[config.mk]
export PLATFORM = sky130hd
export DESIGN_NAME = sof_frame_delin
export DESIGN_NICKNAME = d
export VERILOG_FILES = /design/src/rtl/sofd_pkg.sv /design/src/rtl/sofd_hec_check.sv /design/src/rtl/sofd_slot_ctr.sv /design/src/rtl/sofd_fsm.sv /design/src/rtl/sof_frame_delin.sv
export SDC_FILE = /design/constraint.sdc
export NUM_CORES = 1
export LEC_CHECK = 0
export CAP_MARGIN = 10
export CORE_ASPECT_RATIO = 1.75
export CORE_MARGIN = 2
export CORE_UTILIZATION = 45
export CTS_CLUSTER_DIAMETER = 40
export DETAILED_ROUTE_END_ITERATION = 12
export DONT_BUFFER_PORTS = 1
export PLACE_DENSITY = 0.65
export SLEW_MARGIN = 20
export SYNTH_ARGS = -nofsm -noshare
export SYNTH_HDL_FRONTEND = slang
export SYNTH_SLANG_ARGS = --single-unit
[constraint.sdc]
create_clock -name clk -period 4.6 [get_ports clk]
set_clock_uncertainty 0.15 [all_clocks]
set_input_delay 0.92 -clock clk [delete_from_list [all_inputs] [get_ports clk]]
set_output_delay 0.92 -clock clk [all_outputs]
set_load 0.02 [all_outputs]
[src/rtl/sofd_pkg.sv]
package sofd_pkg;
  typedef enum logic [1:0] {
    ST_HUNT    = 2'd0,
    ST_PRESYNC = 2'd1,
    ST_SYNC    = 2'd2
  } fstate_t;

  localparam logic [7:0] SOF_COSET = 8'h55;

  // Bit-serial CRC-8, generator x^8+x^2+x+1, zero seed, MSB first
  function automatic logic [7:0] hec_crc8(input logic [31:0] hdr);
    logic [7:0] r;
    logic       fb;
    r = 8'h00;
    for (int i = 31; i >= 0; i--) begin
      fb = r[7] ^ hdr[i];
      r  = {r[6:0], 1'b0};
      if (fb) r = r ^ 8'h07;
    end
    return r;
  endfunction

  // HEC a start-of-frame cell must carry
  function automatic logic [7:0] sof_hec(input logic [31:0] hdr, input logic coset_all);
    return hec_crc8(hdr) ^ (coset_all ? 8'h00 : SOF_COSET);
  endfunction
endpackage

[src/rtl/sofd_hec_check.sv]
module sofd_hec_check
  import sofd_pkg::*;
(
  input  logic [31:0] hdr,
  input  logic [7:0]  hec,
  input  logic        coset_all,
  output logic        sof_match
);
  always_comb sof_match = (hec == sof_hec(hdr, coset_all));
endmodule

[src/rtl/sofd_slot_ctr.sv]
module sofd_slot_ctr #(
  parameter int FRAME_CELLS = 8
) (
  input  logic clk,
  input  logic rst_n,
  input  logic clear,
  input  logic adv,
  input  logic restart,
  output logic first_slot
);
  localparam int PW = (FRAME_CELLS > 1) ? $clog2(FRAME_CELLS) : 1;
  localparam logic [PW-1:0] LAST = PW'(FRAME_CELLS - 1);
  localparam logic [PW-1:0] AFTER_START = (FRAME_CELLS > 1) ? PW'(1) : '0;

  logic [PW-1:0] pos;

  always_ff @(posedge clk) begin
    if (!rst_n || clear) begin
      pos <= '0;
    end else if (adv) begin
      if (restart)          pos <= AFTER_START;
      else if (pos == LAST) pos <= '0;
      else                  pos <= pos + 1'b1;
    end
  end

  assign first_slot = (pos == '0);
endmodule

[src/rtl/sofd_fsm.sv]
module sofd_fsm
  import sofd_pkg::*;
#(
  parameter int CW = 4
) (
  input  logic          clk,
  input  logic          rst_n,
  input  logic          cell_sync,
  input  logic          ev_hit,
  input  logic          ev_miss,
  input  logic [CW-1:0] sigma_thr,
  input  logic [CW-1:0] mu_thr,
  output fstate_t       state,
  output logic          frame_sync
);
  function automatic logic [CW:0] eff_thr(input logic [CW-1:0] t);
    return (t == '0) ? (CW+1)'(1) : {1'b0, t};
  endfunction

  logic [CW-1:0] run;
  logic [CW:0]   run_next;

  assign run_next = {1'b0, run} + 1'b1;

  always_ff @(posedge clk) begin
    if (!rst_n || !cell_sync) begin
      state <= ST_HUNT;
      run   <= '0;
    end else begin
      case (state)
        ST_HUNT: if (ev_hit) begin
          state <= ST_PRESYNC;
          run   <= '0;
        end
        ST_PRESYNC: begin
          if (ev_miss) begin
            state <= ST_HUNT;
            run   <= '0;
          end else if (ev_hit) begin
            if (run_next >= eff_thr(sigma_thr)) begin
              state <= ST_SYNC;
              run   <= '0;
            end else begin
              run <= run_next[CW-1:0];
            end
          end
        end
        ST_SYNC: begin
          if (ev_hit) begin
            run <= '0;
          end else if (ev_miss) begin
            if (run_next >= eff_thr(mu_thr)) begin
              state <= ST_HUNT;
              run   <= '0;
            end else begin
              run <= run_next[CW-1:0];
            end
          end
        end
        default: begin
          state <= ST_HUNT;
          run   <= '0;
        end
      endcase
    end
  end

  assign frame_sync = (state == ST_SYNC);
endmodule

[src/rtl/sof_frame_delin.sv]
module sof_frame_delin
  import sofd_pkg::*;
#(
  parameter int FRAME_CELLS = 8,
  parameter int CW          = 4
) (
  input  logic          clk,
  input  logic          rst_n,
  input  logic          cell_start,
  input  logic [31:0]   cell_hdr,
  input  logic [7:0]    cell_hec,
  input  logic          cell_sync,
  input  logic          coset_all,
  input  logic [CW-1:0] sigma_thr,
  input  logic [CW-1:0] mu_thr,
  output logic          frame_sync,
  output logic          sof_pulse
);
  fstate_t state;
  logic    sof_match;
  logic    first_slot;
  logic    in_hunt;
  logic    cell_adv;
  logic    examined;
  logic    ev_hit;
  logic    ev_miss;

  assign in_hunt  = (state == ST_HUNT);
  assign cell_adv = cell_start && cell_sync;
  assign examined = cell_adv && (in_hunt || first_slot);
  assign ev_hit   = examined && sof_match;
  assign ev_miss  = examined && !sof_match;

  sofd_hec_check u_hec (
    .hdr       (cell_hdr),
    .hec       (cell_hec),
    .coset_all (coset_all),
    .sof_match (sof_match)
  );

  sofd_slot_ctr #(.FRAME_CELLS(FRAME_CELLS)) u_slot (
    .clk        (clk),
    .rst_n      (rst_n),
    .clear      (!cell_sync),
    .adv        (cell_adv),
    .restart    (in_hunt && ev_hit),
    .first_slot (first_slot)
  );

  sofd_fsm #(.CW(CW)) u_fsm (
    .clk        (clk),
    .rst_n      (rst_n),
    .cell_sync  (cell_sync),
    .ev_hit     (ev_hit),
    .ev_miss    (ev_miss),
    .sigma_thr  (sigma_thr),
    .mu_thr     (mu_thr),
    .state      (state),
    .frame_sync (frame_sync)
  );

  always_ff @(posedge clk) begin
    if (!rst_n) sof_pulse <= 1'b0;
    else        sof_pulse <= ev_hit;
  end
endmodule

-- Word-level counts from Yosys, hierarchy flattened
Index checks and enable logic that the tools add are counted.
- register bits after elaboration: 10
- input port bits: 53
- output and inout port bits: 2
- logic and storage cells: 151
- add/sub/neg operators: 2
- order comparisons: 2
- equality and inequality tests: 11
- multiplexer cells: 53
- bitwise logic cells: 63
- reductions and logical operators: 16
- operators with widths (kind ; number):
    $mux 3 ; 34
    $not 3->3 ; 31
    $mux 4 ; 9
    $xor 1x1->1 ; 26
    $mux 2 ; 7
    $pmux 4 s3 ; 1
    $ge 5x5->1 ; 2
    $eq 8x8->1 ; 1
    $logic_not 4->1 ; 2
    $xor 8x7->8 ; 1
    $mux 7 ; 1
    $ne 2x1->1 const B ; 3
    $pmux 2 s3 ; 1
    $reduce_and 6->1 ; 1
    $add 4x1->5 const B ; 1
    $logic_and 1x1->1 ; 5
    $xor 1x1->1 const A ; 5
    $add 3x1->3 const B ; 1
    $eq 3x3->1 const B ; 1
    $logic_not 1->1 ; 3
    $logic_not 3->1 ; 1
    $ne 3x1->1 const B ; 1
    $ne 3x2->1 const B ; 1
    $ne 3x3->1 const B ; 1
    other kinds (6) ; 7

-- Logic depth before layout (Yosys ltp)
Gate-level depths: netlist (run 1).
- depth in word-level cells: 70
- gate-level depth with buffers: 12
- mapped depth without buffers: 12

-- Modules after synthesis
From an unflattened synthesis (run 1), not the netlist that was laid out.
- cell total of the unflattened synthesis: 179
- area, all modules: 1783.0 µm²
- modules (own cells, without submodules) (module ; times used ; cells an instance ; area each (µm²) ; sequential area each (µm²)):
    sofd_hec_check ; 1 ; 82 ; 903.4 ; 0.0
    sofd_fsm ; 1 ; 69 ; 619.3 ; 120.1
    sofd_slot_ctr ; 1 ; 19 ; 181.4 ; 60.1
    sof_frame_delin ; 1 ; 9 ; 78.8 ; 20.0

-- Worst setup path after synthesis (run 1)
No wires, ideal clock.
- kind: input to register
- start: input cell_hdr[31]
- end: register u_fsm.state[0]
- setup time: 127 ps
- data arrival time: 3612 ps
- required time: 4323 ps
- path slack: 711 ps
- stages on the path: 10
- cell sequence: xnor3_2 xnor3_2 xnor2_2 xnor3_1 xnor2_1 mux2i_2 nand3_2 o22a_1 o2111a_1 or3_1
- cells in the longest elaborated chain, start to end: 29
- elaborated cells between the ends (all ways): 88
- RTL lines (item ; RTL line ; RTL):
    from (decl) ; sof_frame_delin.sv:10 ; input logic [31:0] cell_hdr,
    $mux 3 (*) ; sofd_pkg.sv:18 ; if (fb) r = r ^ 8'h07;
    $not 3->3 (no source line) or $xor 1x1->1 (tied branches) ; n/a ;
    $mux 3 ; sofd_pkg.sv:18 ;
    $xor 1x1->1 or $not 3->3 (tied branches) ; n/a ;
    $mux 3 ; sofd_pkg.sv:18 ;
    $not 3->3 (no source line) or $xor 1x1->1 (tied branches) ; n/a ;
    $mux 3 ; sofd_pkg.sv:18 ;
    $not 3->3 (no source line) or $xor 1x1->1 (tied branches) ; n/a ;
    [... 13 more ...] ; n/a ;
    $xor 1x1->1 or $not 3->3 (tied branches) ; n/a ;
    $mux 3 ; sofd_pkg.sv:18 ;
    $xor 8x7->8 (*) ; sofd_pkg.sv:25 ; return hec_crc8(hdr) ^ (coset_all ? 8'h00 : SOF_COSET);
    $eq 8x8->1 (*) ; sofd_hec_check.sv:9 ; always_comb sof_match = (hec == sof_hec(hdr, coset_all));
    $logic_not 1->1 ; sof_frame_delin.sv:32 ; assign ev_miss = examined && !sof_match;
    $logic_and 1x1->1 ; sof_frame_delin.sv:32 ;
    $ne 3x2->1 (no source line), or another cell as far along ; n/a ;
    $reduce_and 6->1 (no source line) or $pmux 2 s3 (tied branches) ; n/a ;
    to (signal assigned) ; sofd_fsm.sv:41 ; state <= ST_SYNC;
    to (signal assigned) ; sofd_fsm.sv:53 ; state <= ST_HUNT;
    to (signal assigned) ; sofd_fsm.sv:61 ; state <= ST_HUNT;
    to (decl) ; sofd_fsm.sv:13 ; output fstate_t state,
Every way passes the cells marked *; elsewhere a longest branch is shown, timed or not.
A chain may end at the register's enable or synchronous reset.

-- Final worst setup path (run 1)
- start: input cell_hdr[28]
- end: register u_fsm.state[0]
- cells in the longest elaborated chain, start to end: 30
- elaborated cells between the ends (all ways): 80
- RTL lines (item ; RTL line ; RTL):
    $xor 1x1->1 (*) ; sofd_pkg.sv:16 ; fb = r[7] ^ hdr[i];
    $mux 3 (*) ; sofd_pkg.sv:18 ;
    $not 3->3 (no source line) ; n/a ;
    $mux 3 ; sofd_pkg.sv:18 ;
    $not 3->3 (no source line) ; n/a ;
    $mux 3 ; sofd_pkg.sv:18 ;
    $xor 1x1->1 ; sofd_pkg.sv:16 ;
    $mux 3 ; sofd_pkg.sv:18 ;
    [... 14 more ...] ; n/a ;
    $not 3->3 (no source line) ; n/a ;
    $mux 3 ; sofd_pkg.sv:18 ;
    $xor 8x7->8 (*) ; sofd_pkg.sv:25 ;
    $eq 8x8->1 (*) ; sofd_hec_check.sv:9 ;
    $logic_not 1->1 ; sof_frame_delin.sv:32 ;
    $logic_and 1x1->1 ; sof_frame_delin.sv:32 ;
    $ne 3x2->1 (no source line), or another cell as far along ; n/a ;
    $reduce_and 6->1 (no source line) or $pmux 2 s3 (tied branches) ; n/a ;
Marked as above.

==> impl_metrics.xml, run 1 <==
<?xml version="1.0" encoding="UTF-8"?>
<metrics>
  <group name="yosys">
    <metric name="synthesis.yosys.warnings" unit="">0</metric>
    <metric name="synth-edff-count" unit="">0</metric>
    <metric name="postSynth.topFlopCell" unit="">sky130_fd_sc_hd__dfxtp_1</metric>
    <metric name="yosysMostFrequentCell" unit="">sky130_fd_sc_hd__xnor2_1</metric>
    <metric name="post_synth_top_area_share" unit="%">20.2</metric>
    <metric name="postSynthNetCount" unit="">257</metric>
    <metric name="post_synth_instance_area" unit="um2">2010</metric>
    <metric name="synth.yosys.seq_area_share" unit="%">9.96</metric>
    <metric name="largest_cells_by_area_after_synthesis" unit="">sky130_fd_sc_hd__xnor3_1 (20%), sky130_fd_sc_hd__xnor2_1 (16%), sky130_fd_sc_hd__dfxtp_1 (10%), sky130_fd_sc_hd__ha_1 (10%), sky130_fd_sc_hd__xor2_1 (4.8%)</metric>
    <metric name="syn_inst" unit="">188</metric>
    <metric name="yosys_register_bits" unit="">10</metric>
    <metric name="synth_area_per_cell" unit="um2">10.7</metric>
    <metric name="synth.cells.most_frequent" unit="">sky130_fd_sc_hd__xnor2_1 (36), sky130_fd_sc_hd__xnor3_1 (18), sky130_fd_sc_hd__ha_1 (16)</metric>
    <metric name="asyncSetResetFlopFracSynth" unit="%">0</metric>
    <metric name="ys_types" unit="">46</metric>
    <metric name="synth_top_area_cell" unit="">sky130_fd_sc_hd__xnor3_1</metric>
  </group>
  <group name="status">
    <metric name="run_status" unit="">finished, final reports clean</metric>
  </group>
  <group name="critical_path">
    <metric name="worst_ep_arrival_time" unit="ps">3910</metric>
    <metric name="endpoint_kind" unit="">flip-flop</metric>
    <metric name="worst_setup_path_start_kind" unit="">input pin</metric>
    <metric name="worstPathMaxFanout" unit="">4</metric>
    <metric name="regToRegSetupSlack" unit="ps">1820</metric>
    <metric name="r2r_cells" unit="">10</metric>
    <metric name="worstPathRequired" unit="ps">4560</metric>
    <metric name="crit_type" unit="">input pin to flip-flop</metric>
  </group>
  <group name="drt">
    <metric name="remaining_drc_errors" unit="">0</metric>
    <metric name="drt_first_pass_iters" unit="">4</metric>
    <metric name="routed_wire_length_per_instance" unit="um">17.0</metric>
    <metric name="drt_antenna_net_count" unit="">0</metric>
    <metric name="routed-via-count" unit="">1358</metric>
    <metric name="drt_via_density" unit="">5.61</metric>
    <metric name="initialDrtViolationCount" unit="">15</metric>
    <metric name="detail_route.wirelength" unit="mm">4.13</metric>
  </group>
  <group name="cells_and_area">
    <metric name="net_count_reported_at_finish" unit="">261</metric>
    <metric name="antenna_cells_inserted" unit="">0</metric>
    <metric name="layout.core_utilization" unit="%">48.7</metric>
    <metric name="flow.area_growth_from_synthesis" unit="%">5.73</metric>
    <metric name="post_route_cells_drive_above_1_share" unit="%">11.0</metric>
  </group>
  <group name="die">
    <metric name="placeableCoreArea" unit="um2">4360</metric>
    <metric name="top_level_ports" unit="">55</metric>
    <metric name="dieHeight" unit="um">92.4</metric>
    <metric name="initial_core_util" unit="%">46.1</metric>
    <metric name="die_w" unit="um">54.5</metric>
    <metric name="rows" unit="">32</metric>
    <metric name="die_area" unit="um2">5040</metric>
  </group>
  <group name="power_and_ir_drop">
    <metric name="share_seq_of_total_power" unit="%">9.3</metric>
    <metric name="p_int" unit="mW">0.601</metric>
    <metric name="vdd.ir_drop.worst" unit="V">0.000328</metric>
    <metric name="clockPowerShare" unit="%">11.2</metric>
    <metric name="net-switching-power" unit="mW">0.353</metric>
    <metric name="p_per_area" unit="nW/um2">449</metric>
    <metric name="share_comb_of_total_power" unit="%">79.5</metric>
    <metric name="netSwitchingFraction" unit="%">37.0</metric>
    <metric name="power.leakage" unit="nW">1.05</metric>
  </group>
  <group name="clock_tree">
    <metric name="post_cts_resized" unit="">0</metric>
    <metric name="path_clk_slew" unit="ps">50</metric>
    <metric name="cts_tree" unit="">yes</metric>
    <metric name="cts_root_buf" unit="">sky130_fd_sc_hd__clkbuf_8</metric>
    <metric name="clock_tree.htree_level_count" unit="">1</metric>
    <metric name="worst_skew_pair.late_latency" unit="ps">230</metric>
    <metric name="cts-hold-fix-buffers" unit="">0</metric>
    <metric name="tritoncts.num_buffers" unit="">3</metric>
    <metric name="cts.path.max_buffers" unit="">2</metric>
    <metric name="cts.sinks" unit="">10</metric>
    <metric name="cts_setup_buffers" unit="">0</metric>
  </group>
  <group name="timing">
    <metric name="fin_crit_sh" unit="%">85.8</metric>
    <metric name="timing.slew.headroom" unit="%">69.3</metric>
    <metric name="totalNegativeSetupSlack" unit="ps">0</metric>
    <metric name="timing_hold_violations_final" unit="">0</metric>
    <metric name="period_needed" unit="ps">3950</metric>
    <metric name="tightest_slew" unit="ps">460</metric>
    <metric name="final-max-slew-violation-count" unit="">0</metric>
    <metric name="report.final.setup_viol" unit="">0</metric>
    <metric name="timing.fmax" unit="MHz">253</metric>
    <metric name="unrepaired_setup_endpoints_after_global_routing" unit="">no</metric>
  </group>
  <group name="global_routing">
    <metric name="grt_first_pass_wirelength" unit="mm">6.52</metric>
    <metric name="grt_max_degree" unit="">8</metric>
    <metric name="number_of_global_route_vias_before_repair" unit="">1571</metric>
    <metric name="overall_track_demand_over_capacity_in_global_routing" unit="%">17.6</metric>
    <metric name="grt_remaining_overflow" unit="">0</metric>
    <metric name="grt_antenna_before_repair" unit="">0</metric>
  </group>
  <group name="place">
    <metric name="port-buffer-count" unit="">0</metric>
    <metric name="finalWeightedCongestion" unit="">0.846</metric>
    <metric name="dp_hpwl" unit="mm">3.70</metric>
  </group>
  <group name="hold_path">
    <metric name="holdPathStages" unit="">1</metric>
    <metric name="holdCritPathClass" unit="">flip-flop to flip-flop</metric>
  </group>
  <group name="run">
    <metric name="cap_viol_max_count" unit="">0</metric>
  </group>
</metrics>
worst paths after layout:
path                startpoint        endpoint
hold reg to reg   u_fsm.run[1]    u_fsm.run[1]
setup / recovery  cell_hdr[28]  u_fsm.state[0]
setup reg to reg  u_fsm.run[0]    u_fsm.run[2]
hold / removal    u_fsm.run[1]    u_fsm.run[1]
routing by layer:
| metal | global-route usage [%] | up-vias | share of wire [%] |
|---|---|---|---|
| met5 | 0 | - | 0 |
| met2 | 37.8 | 46 | 62 |
| met3 | 1.77 | 10 | 5.6 |
| met1 | 13.6 | 633 | 30 |
| li1 | - | 669 | - |
| met4 | 7.29 | 0 | 2.9 |
cell type report:
cell class / instances / area (um2)
fill: 404 / 2240
multi-input combinational: 162 / 1750
sequential: 10 / 200
tap: 51 / 63.8
inverter: 15 / 56.3
clock buffer: 4 / 55.1
stage by stage:
stage	setup slack (ps)	hold WS [ps]	power, mW	cells	cell area (um2)
floorplan	711	328	0.757	188	2010
global placement	498	348	0.839	238	2070
detailed placement	438	363	0.854	238	2070
CTS	665	379	0.967	242	2130
global route	477	397	1.03	242	2130
finish	653	379	0.955	242	2130
state kept, by name, summed over array words and instances, names as in the netlist:
signal       flops
u_fsm.state      2
u_slot.pos       3
u_fsm.run        4
sof_pulse        1
kinds of logic after synthesis:
family	synth area share [%]
xor gates and xnor gates	54.1
and+or+nand+nor	11.4
AOI/OAI and AO/OA	10.3
buffers and inverters	2.99
adders and majority gates	9.96
DFF	9.96
muxes	1.24
critical path, cell delays in order:
cell and delay, ps:
sky130_fd_sc_hd__xnor2_1 310, sky130_fd_sc_hd__xor2_1 400, sky130_fd_sc_hd__xnor3_1 410, sky130_fd_sc_hd__xnor2_1 300
sky130_fd_sc_hd__xor3_1 420, sky130_fd_sc_hd__nor3_2 220, sky130_fd_sc_hd__nand3_2 110, sky130_fd_sc_hd__o22a_1 220
sky130_fd_sc_hd__o2111a_1 230, sky130_fd_sc_hd__or3_1 360
layout by cell type (no fill, tap or decap), drive strengths merged, types with 2 or more instances in the layout:
master	n
o21ai	5
nor3	3
a31o	2
clkbuf	4
dfxtp	10
a22oi	3
xor2	11
ha	16
a22o	2
xnor3	22
nor2b	2
nand2b	4
a21oi	2
xor3	4
nor2	6
nand3	7
inv	15
nand2	8
a21o	2
and3	2
xnor2	41
power groups by stage:
stage | sequential (mW) | combinational, mW | clock, mW
floorplan | 0.0901 | 0.667 | 0
CTS | 0.0887 | 0.768 | 0.111
detailed placement | 0.0904 | 0.763 | 0
global placement | 0.0903 | 0.749 | 0
global route | 0.0888 | 0.824 | 0.114
finish | 0.0888 | 0.759 | 0.107
Power figures use the tool's default switching activity.
==> inputs of run 2 (changes only) <==
--- a/config.mk
+++ b/config.mk
@@ -13,6 +13,7 @@
 export DETAILED_ROUTE_END_ITERATION = 12
 export DONT_BUFFER_PORTS = 1
 export PLACE_DENSITY = 0.65
+export SETUP_SLACK_MARGIN = 0.4
 export SLEW_MARGIN = 20
 export SYNTH_ARGS = -nofsm -noshare
 export SYNTH_HDL_FRONTEND = slang
==> constraint.sdc (replaced) <==
create_clock -name clk -period 4.15 [get_ports clk]
set_clock_uncertainty 0.15 [all_clocks]
set_input_delay 0.83 -clock clk [delete_from_list [all_inputs] [get_ports clk]]
set_output_delay 0.83 -clock clk [all_outputs]
set_load 0.02 [all_outputs]
==> impl_metrics.xml, run 2 (synthesis gave the netlist of run 1 again) <==
<?xml version="1.0" encoding="UTF-8"?>
<metrics>
  <group name="clock_tree">
    <metric name="cts_tree" unit="">yes</metric>
    <metric name="cts_root_buf" unit="">sky130_fd_sc_hd__clkbuf_8</metric>
    <metric name="cts-hold-fix-buffers" unit="">0</metric>
    <metric name="worst_skew_pair.late_latency" unit="ps">240</metric>
    <metric name="cts.path.max_buffers" unit="">2</metric>
    <metric name="path_clk_slew" unit="ps">50</metric>
    <metric name="cts.sinks" unit="">10</metric>
    <metric name="tritoncts.num_buffers" unit="">3</metric>
    <metric name="clock_tree.htree_level_count" unit="">1</metric>
  </group>
  <group name="critical_path">
    <metric name="worst_ep_arrival_time" unit="ps">3670</metric>
    <metric name="crit_type" unit="">input pin to flip-flop</metric>
    <metric name="worst_setup_path_start_kind" unit="">input pin</metric>
    <metric name="worstPathMaxFanout" unit="">5</metric>
    <metric name="endpoint_kind" unit="">flip-flop</metric>
    <metric name="worstPathRequired" unit="ps">4120</metric>
  </group>
  <group name="power_and_ir_drop">
    <metric name="p_int" unit="mW">0.710</metric>
    <metric name="netSwitchingFraction" unit="%">37.9</metric>
    <metric name="clockPowerShare" unit="%">8.8</metric>
    <metric name="p_per_area" unit="nW/um2">516</metric>
    <metric name="net-switching-power" unit="mW">0.433</metric>
    <metric name="power.leakage" unit="nW">1.10</metric>
    <metric name="share_seq_of_total_power" unit="%">8.6</metric>
    <metric name="vdd.ir_drop.worst" unit="V">0.000306</metric>
    <metric name="share_comb_of_total_power" unit="%">82.6</metric>
  </group>
  <group name="cells_and_area">
    <metric name="mostFrequentLayoutCells" unit="">sky130_fd_sc_hd__xnor2_1 (31), sky130_fd_sc_hd__xnor3_1 (17), sky130_fd_sc_hd__ha_1 (16), sky130_fd_sc_hd__inv_1 (15), sky130_fd_sc_hd__dfxtp_1 (10)</metric>
    <metric name="flow.area_growth_from_synthesis" unit="%">10.2</metric>
    <metric name="flip_flop_count_of_the_largest_register_after_layout" unit="">4</metric>
    <metric name="net_count_reported_at_finish" unit="">265</metric>
    <metric name="final_cells" unit="">245</metric>
    <metric name="largest-register" unit="">u_fsm.run</metric>
    <metric name="layout.core_utilization" unit="%">50.8</metric>
    <metric name="fin_area" unit="um2">2220</metric>
    <metric name="post_route_cells_drive_above_1_share" unit="%">16.5</metric>
    <metric name="layout_top_registers" unit="">u_fsm.run: 4 flops, u_slot.pos: 3 flops, u_fsm.state: 2 flops</metric>
    <metric name="fillerInstances" unit="">401</metric>
    <metric name="antenna_cells_inserted" unit="">0</metric>
    <metric name="seqCellArea" unit="um2">200</metric>
    <metric name="multiInputGateArea" unit="um2">1820</metric>
    <metric name="layout.cells.most_common" unit="">sky130_fd_sc_hd__xnor2_1</metric>
  </group>
  <group name="die">
    <metric name="top_level_ports" unit="">55</metric>
    <metric name="placeableCoreArea" unit="um2">4360</metric>
    <metric name="die_w" unit="um">54.5</metric>
    <metric name="die_area" unit="um2">5040</metric>
    <metric name="dieHeight" unit="um">92.4</metric>
    <metric name="initial_core_util" unit="%">46.1</metric>
    <metric name="rows" unit="">32</metric>
  </group>
  <group name="drt">
    <metric name="wl_met2" unit="mm">2.69</metric>
    <metric name="remaining_drc_errors" unit="">0</metric>
    <metric name="wl_met3" unit="um">207</metric>
    <metric name="top_signal_layer_used" unit="">met4</metric>
    <metric name="routed-via-count" unit="">1368</metric>
    <metric name="routed_wire_length_per_instance" unit="um">17.5</metric>
    <metric name="drt_via_density" unit="">5.58</metric>
    <metric name="drt_antenna_net_count" unit="">0</metric>
    <metric name="drt_first_pass_iters" unit="">4</metric>
    <metric name="detail_route.wirelength" unit="mm">4.29</metric>
    <metric name="detailed_route_wire_length_on_metal_1" unit="mm">1.30</metric>
    <metric name="initialDrtViolationCount" unit="">27</metric>
  </group>
  <group name="global_routing">
    <metric name="overall_track_demand_over_capacity_in_global_routing" unit="%">17.4</metric>
    <metric name="grt_max_degree" unit="">8</metric>
    <metric name="number_of_global_route_vias_before_repair" unit="">1496</metric>
    <metric name="grt_remaining_overflow" unit="">0</metric>
    <metric name="grt_first_pass_wirelength" unit="mm">6.36</metric>
    <metric name="grt_antenna_before_repair" unit="">0</metric>
  </group>
  <group name="timing">
    <metric name="totalNegativeSetupSlack" unit="ps">0</metric>
    <metric name="report.final.setup_viol" unit="">0</metric>
    <metric name="fin_crit_sh" unit="%">89.2</metric>
    <metric name="unrepaired_setup_endpoints_after_global_routing" unit="">yes</metric>
    <metric name="timing.slew.headroom" unit="%">71.5</metric>
    <metric name="final-max-slew-violation-count" unit="">0</metric>
    <metric name="period_needed" unit="ps">3700</metric>
    <metric name="timing_hold_violations_final" unit="">0</metric>
    <metric name="tightest_slew" unit="ps">428</metric>
    <metric name="timing.fmax" unit="MHz">270</metric>
  </group>
  <group name="place">
    <metric name="placed_cells_incl_taps" unit="">238</metric>
    <metric name="dp_hpwl" unit="mm">3.67</metric>
    <metric name="postPlaceCellArea" unit="um2">2070</metric>
    <metric name="port-buffer-count" unit="">0</metric>
    <metric name="finalWeightedCongestion" unit="">0.795</metric>
  </group>
  <group name="run">
    <metric name="cap_viol_max_count" unit="">0</metric>
  </group>
  <group name="status">
    <metric name="run_status" unit="">finished, final reports clean</metric>
  </group>
  <group name="hold_path">
    <metric name="holdCritPathClass" unit="">flip-flop to flip-flop</metric>
  </group>
</metrics>
==> run 2: worst paths after layout <==
| path | startpoint | endpoint | slack (ps) | cells after the start |
|---|---|---|---|---|
| max reg2reg | u_fsm.run[0] | u_fsm.run[2] | 1390 | 10 |
| max | cell_hdr[31] | u_fsm.state[0] | 450 | 9 |
| min | u_fsm.run[1] | u_fsm.run[1] | 380 | 1 |
| min reg2reg | u_fsm.run[1] | u_fsm.run[1] | 380 | 1 |
==> run 2: power by group through the flow <==
| stage | sequential [mW] | clock [mW] | combinational (mW) |
|---|---|---|---|
| 2_1_floorplan | 0.0999 | 0 | 0.739 |
| 5_1_grt | 0.0983 | 0.107 | 1.01 |
| 3_3_place_gp | 0.100 | 0 | 0.824 |
| 3_5_place_dp | 0.100 | 0 | 0.842 |
| 4_1_cts | 0.0983 | 0.106 | 0.851 |
| 6_report | 0.0984 | 0.101 | 0.944 |
==> run 2: layout make-up <==
type                    instances  area share [%]
multi-input cells             162            82.3
flip-flops and latches         10            9.03
well taps                      51            2.88
inverters                      15            2.54
clock buffers                   3            1.86
repair buffers                  4            1.36
==> run 2: what timing repair did <==
item	CTS	global route
resized for setup	0	10
pin swaps	1	4
endpoints found under the setup margin	1	3
setup buffers	1	3
==> run 2: worst max-delay path, stage by stage <==
cell and delay, ps:
sky130_fd_sc_hd__xnor3_1 580, sky130_fd_sc_hd__xnor3_1 430, sky130_fd_sc_hd__xnor3_1 300, sky130_fd_sc_hd__xnor3_1 370, sky130_fd_sc_hd__nor3_2 230, sky130_fd_sc_hd__nand3_2 100, sky130_fd_sc_hd__o22a_1 220, sky130_fd_sc_hd__o2111a_1 240
sky130_fd_sc_hd__or3_1 360
==> run 2: per-stage QoR <==
step | power, mW | setup slack, ps | hold WS (ps)
floorplan | 0.839 | 442 | 328
global placement | 0.924 | 193 | 352
detailed placement | 0.942 | 141 | 367
CTS | 1.06 | 420 | 383
global route | 1.22 | 329 | 410
finish | 1.14 | 449 | 384
==> run 2: per-layer routing <==
metal	GRT usage (%)	vias to the layer above
met4	7.50	0
met3	1.94	7
met1	14.3	641
met5	0	-
met2	36.3	46
li1	-	674
==> inputs of run 3 (changes only) <==
--- a/config.mk
+++ b/config.mk
@@ -8,11 +8,11 @@
 export CAP_MARGIN = 10
 export CORE_ASPECT_RATIO = 1.75
 export CORE_MARGIN = 2
-export CORE_UTILIZATION = 45
+export CORE_UTILIZATION = 39
 export CTS_CLUSTER_DIAMETER = 40
 export DETAILED_ROUTE_END_ITERATION = 12
 export DONT_BUFFER_PORTS = 1
-export PLACE_DENSITY = 0.65
+export PLACE_DENSITY = 0.58
 export SETUP_SLACK_MARGIN = 0.4
 export SLEW_MARGIN = 20
 export SYNTH_ARGS = -nofsm -noshare
==> impl_metrics.xml, run 3 (synthesis gave the netlist of run 1 again) <==
<?xml version="1.0" encoding="UTF-8"?>
<metrics>
  <group name="cells_and_area">
    <metric name="largest-register" unit="">u_fsm.run</metric>
    <metric name="seqCellArea" unit="um2">200</metric>
    <metric name="layout.cells.most_common" unit="">sky130_fd_sc_hd__xnor2_1</metric>
    <metric name="fin_area" unit="um2">2220</metric>
    <metric name="flow.area_growth_from_synthesis" unit="%">10.2</metric>
    <metric name="mostFrequentLayoutCells" unit="">sky130_fd_sc_hd__xnor2_1 (31), sky130_fd_sc_hd__xnor3_1 (16), sky130_fd_sc_hd__ha_1 (16), sky130_fd_sc_hd__inv_1 (15)</metric>
    <metric name="antenna_cells_inserted" unit="">0</metric>
    <metric name="multiInputGateArea" unit="um2">1820</metric>
    <metric name="flip_flop_count_of_the_largest_register_after_layout" unit="">4</metric>
    <metric name="layout_top_registers" unit="">u_fsm.run: 4 flops, u_slot.pos: 3 flops, u_fsm.state: 2 flops</metric>
    <metric name="fillerInstances" unit="">478</metric>
    <metric name="post_route_cells_drive_above_1_share" unit="%">18.0</metric>
    <metric name="net_count_reported_at_finish" unit="">265</metric>
  </group>
  <group name="global_routing">
    <metric name="grt_antenna_before_repair" unit="">0</metric>
    <metric name="number_of_global_route_vias_before_repair" unit="">1335</metric>
    <metric name="grt_max_degree" unit="">8</metric>
    <metric name="overall_track_demand_over_capacity_in_global_routing" unit="%">14.0</metric>
    <metric name="grt_remaining_overflow" unit="">0</metric>
    <metric name="grt_first_pass_wirelength" unit="mm">6.10</metric>
  </group>
  <group name="timing">
    <metric name="unrepaired_setup_endpoints_after_global_routing" unit="">no</metric>
    <metric name="report.final.setup_viol" unit="">0</metric>
    <metric name="tightest_slew" unit="ps">467</metric>
    <metric name="period_needed" unit="ps">3660</metric>
    <metric name="final-max-slew-violation-count" unit="">0</metric>
    <metric name="timing.fmax" unit="MHz">273</metric>
    <metric name="totalNegativeSetupSlack" unit="ps">0</metric>
    <metric name="setup_slack" unit="ps">488</metric>
    <metric name="timing_hold_violations_final" unit="">0</metric>
    <metric name="fin_crit_sh" unit="%">88.2</metric>
    <metric name="timing.slew.headroom" unit="%">68.9</metric>
  </group>
  <group name="clock_tree">
    <metric name="cts.path.max_buffers" unit="">2</metric>
    <metric name="cts.sinks" unit="">10</metric>
    <metric name="path_clk_slew" unit="ps">50</metric>
    <metric name="tritoncts.num_buffers" unit="">3</metric>
    <metric name="clock_tree.htree_level_count" unit="">1</metric>
    <metric name="worst_skew_pair.late_latency" unit="ps">230</metric>
    <metric name="cts_root_buf" unit="">sky130_fd_sc_hd__clkbuf_8</metric>
    <metric name="cts_tree" unit="">yes</metric>
  </group>
  <group name="power_and_ir_drop">
    <metric name="vdd.ir_drop.worst" unit="V">0.000277</metric>
    <metric name="power.leakage" unit="nW">1.10</metric>
    <metric name="p_per_area" unit="nW/um2">494</metric>
  </group>
  <group name="critical_path">
    <metric name="r2r_cells" unit="">10</metric>
    <metric name="crit_type" unit="">input pin to flip-flop</metric>
    <metric name="worst_path_cell_with_the_longest_stage_delay" unit="">sky130_fd_sc_hd__xnor3_2</metric>
    <metric name="worstPathMaxFanout" unit="">4</metric>
    <metric name="endpoint_kind" unit="">flip-flop</metric>
    <metric name="timing.critical_path.mode_cell" unit="">sky130_fd_sc_hd__xnor2_2</metric>
    <metric name="worst_setup_path_start_kind" unit="">input pin</metric>
    <metric name="timing.critical_path.slowest_cell_delay" unit="ps">450</metric>
    <metric name="worstPathRequired" unit="ps">4110</metric>
    <metric name="timing.critical_path.cells" unit="">xnor2_2, xnor3_2, buf_4, xnor2_2, xnor2_1, xnor3_1, and4bb_1, nand4_1, nand3_1, o2111a_1, or3_1</metric>
    <metric name="worst_ep_arrival_time" unit="ps">3620</metric>
  </group>
  <group name="place">
    <metric name="dp_slack" unit="ps">116</metric>
    <metric name="dp_hpwl" unit="mm">3.58</metric>
    <metric name="finalWeightedCongestion" unit="">0.789</metric>
    <metric name="postPlaceCellArea" unit="um2">2100</metric>
    <metric name="port-buffer-count" unit="">0</metric>
  </group>
  <group name="drt">
    <metric name="remaining_drc_errors" unit="">0</metric>
    <metric name="routed_wire_length_per_instance" unit="um">16.4</metric>
    <metric name="drt_first_pass_iters" unit="">4</metric>
    <metric name="detail_route.wirelength" unit="mm">4.07</metric>
    <metric name="initialDrtViolationCount" unit="">24</metric>
    <metric name="drt_via_density" unit="">5.36</metric>
    <metric name="routed-via-count" unit="">1329</metric>
    <metric name="drt_antenna_net_count" unit="">0</metric>
  </group>
  <group name="status">
    <metric name="run_status" unit="">finished, final reports clean</metric>
  </group>
  <group name="die">
    <metric name="dieHeight" unit="um">99.0</metric>
    <metric name="die_area" unit="um2">5770</metric>
    <metric name="top_level_ports" unit="">55</metric>
    <metric name="initial_core_util" unit="%">40.4</metric>
    <metric name="placeableCoreArea" unit="um2">4980</metric>
    <metric name="die_w" unit="um">58.3</metric>
    <metric name="rows" unit="">34</metric>
  </group>
  <group name="hold_path">
    <metric name="holdPathStages" unit="">1</metric>
    <metric name="holdCritPathClass" unit="">flip-flop to flip-flop</metric>
  </group>
  <group name="run">
    <metric name="cap_viol_max_count" unit="">0</metric>
  </group>
</metrics>
==> run 3: path summary, 6_finish.rpt <==
path / slack, ps / endpoint / from
worst min-delay path: 380 / u_fsm.run[3] / u_fsm.run[3]
worst min register to register: 380 / u_fsm.run[3] / u_fsm.run[3]
worst max-delay path: 490 / u_fsm.state[0] / cell_hdr[26]
worst max register to register: 1350 / u_fsm.run[2] / u_fsm.run[0]
==> run 3: layout make-up <==
class / count / share of cell area, %
Clock buffer: 3 / 1.86
Inverter: 15 / 2.54
Multi-Input combinational cell: 162 / 82.2
Sequential cell: 10 / 9.03
Tap cell: 54 / 3.05
Timing Repair Buffer: 4 / 1.36
==> run 3: timing repair <==
item,4_1_cts,5_1_grt
hold buffers,0,0
endpoints found under the setup margin,1,2
pin swaps,0,2
gates resized for setup,2,10
setup buffers,0,1
==> run 3: metrics by stage <==
step | util (%) | power [mW] | std cells | hold slack [ps]
after CTS | 43.3 | 1.08 | 247 | 380
after global routing | 44.5 | 1.17 | 248 | 389
after detailed placement | 42.1 | 0.962 | 244 | 363
final | 44.5 | 1.09 | 248 | 384
after floorplan | - | 0.839 | 188 | 328
after global placement | 42.1 | 0.951 | 244 | 370
==> run 3: critical path: cells and delay by family <==
family                    cells  cell delay [ps]
xor gates and xnor gates      5             1510
and+or+nand+nor               4              950
buffers and inverters         1              170
AOI/OAI and AO/OA             1              160
==> run 3: where the power goes <==
| part | total (mW) | internal [mW] | switching, mW |
|---|---|---|---|
| clock network | 0.0984 | 0.0633 | 0.0351 |
| logic | 0.898 | 0.517 | 0.380 |
| registers | 0.0983 | 0.0973 | 0.000952 |
| total | 1.09 | 0.678 | 0.417 |
==> run 3: layer usage <==
layer / wire length [um] / track usage, %
met5: 0 / 0
met2: 2620 / 31.1
met1: 1220 / 11.8
met3: 172 / 1.18
met4: 54 / 3.76
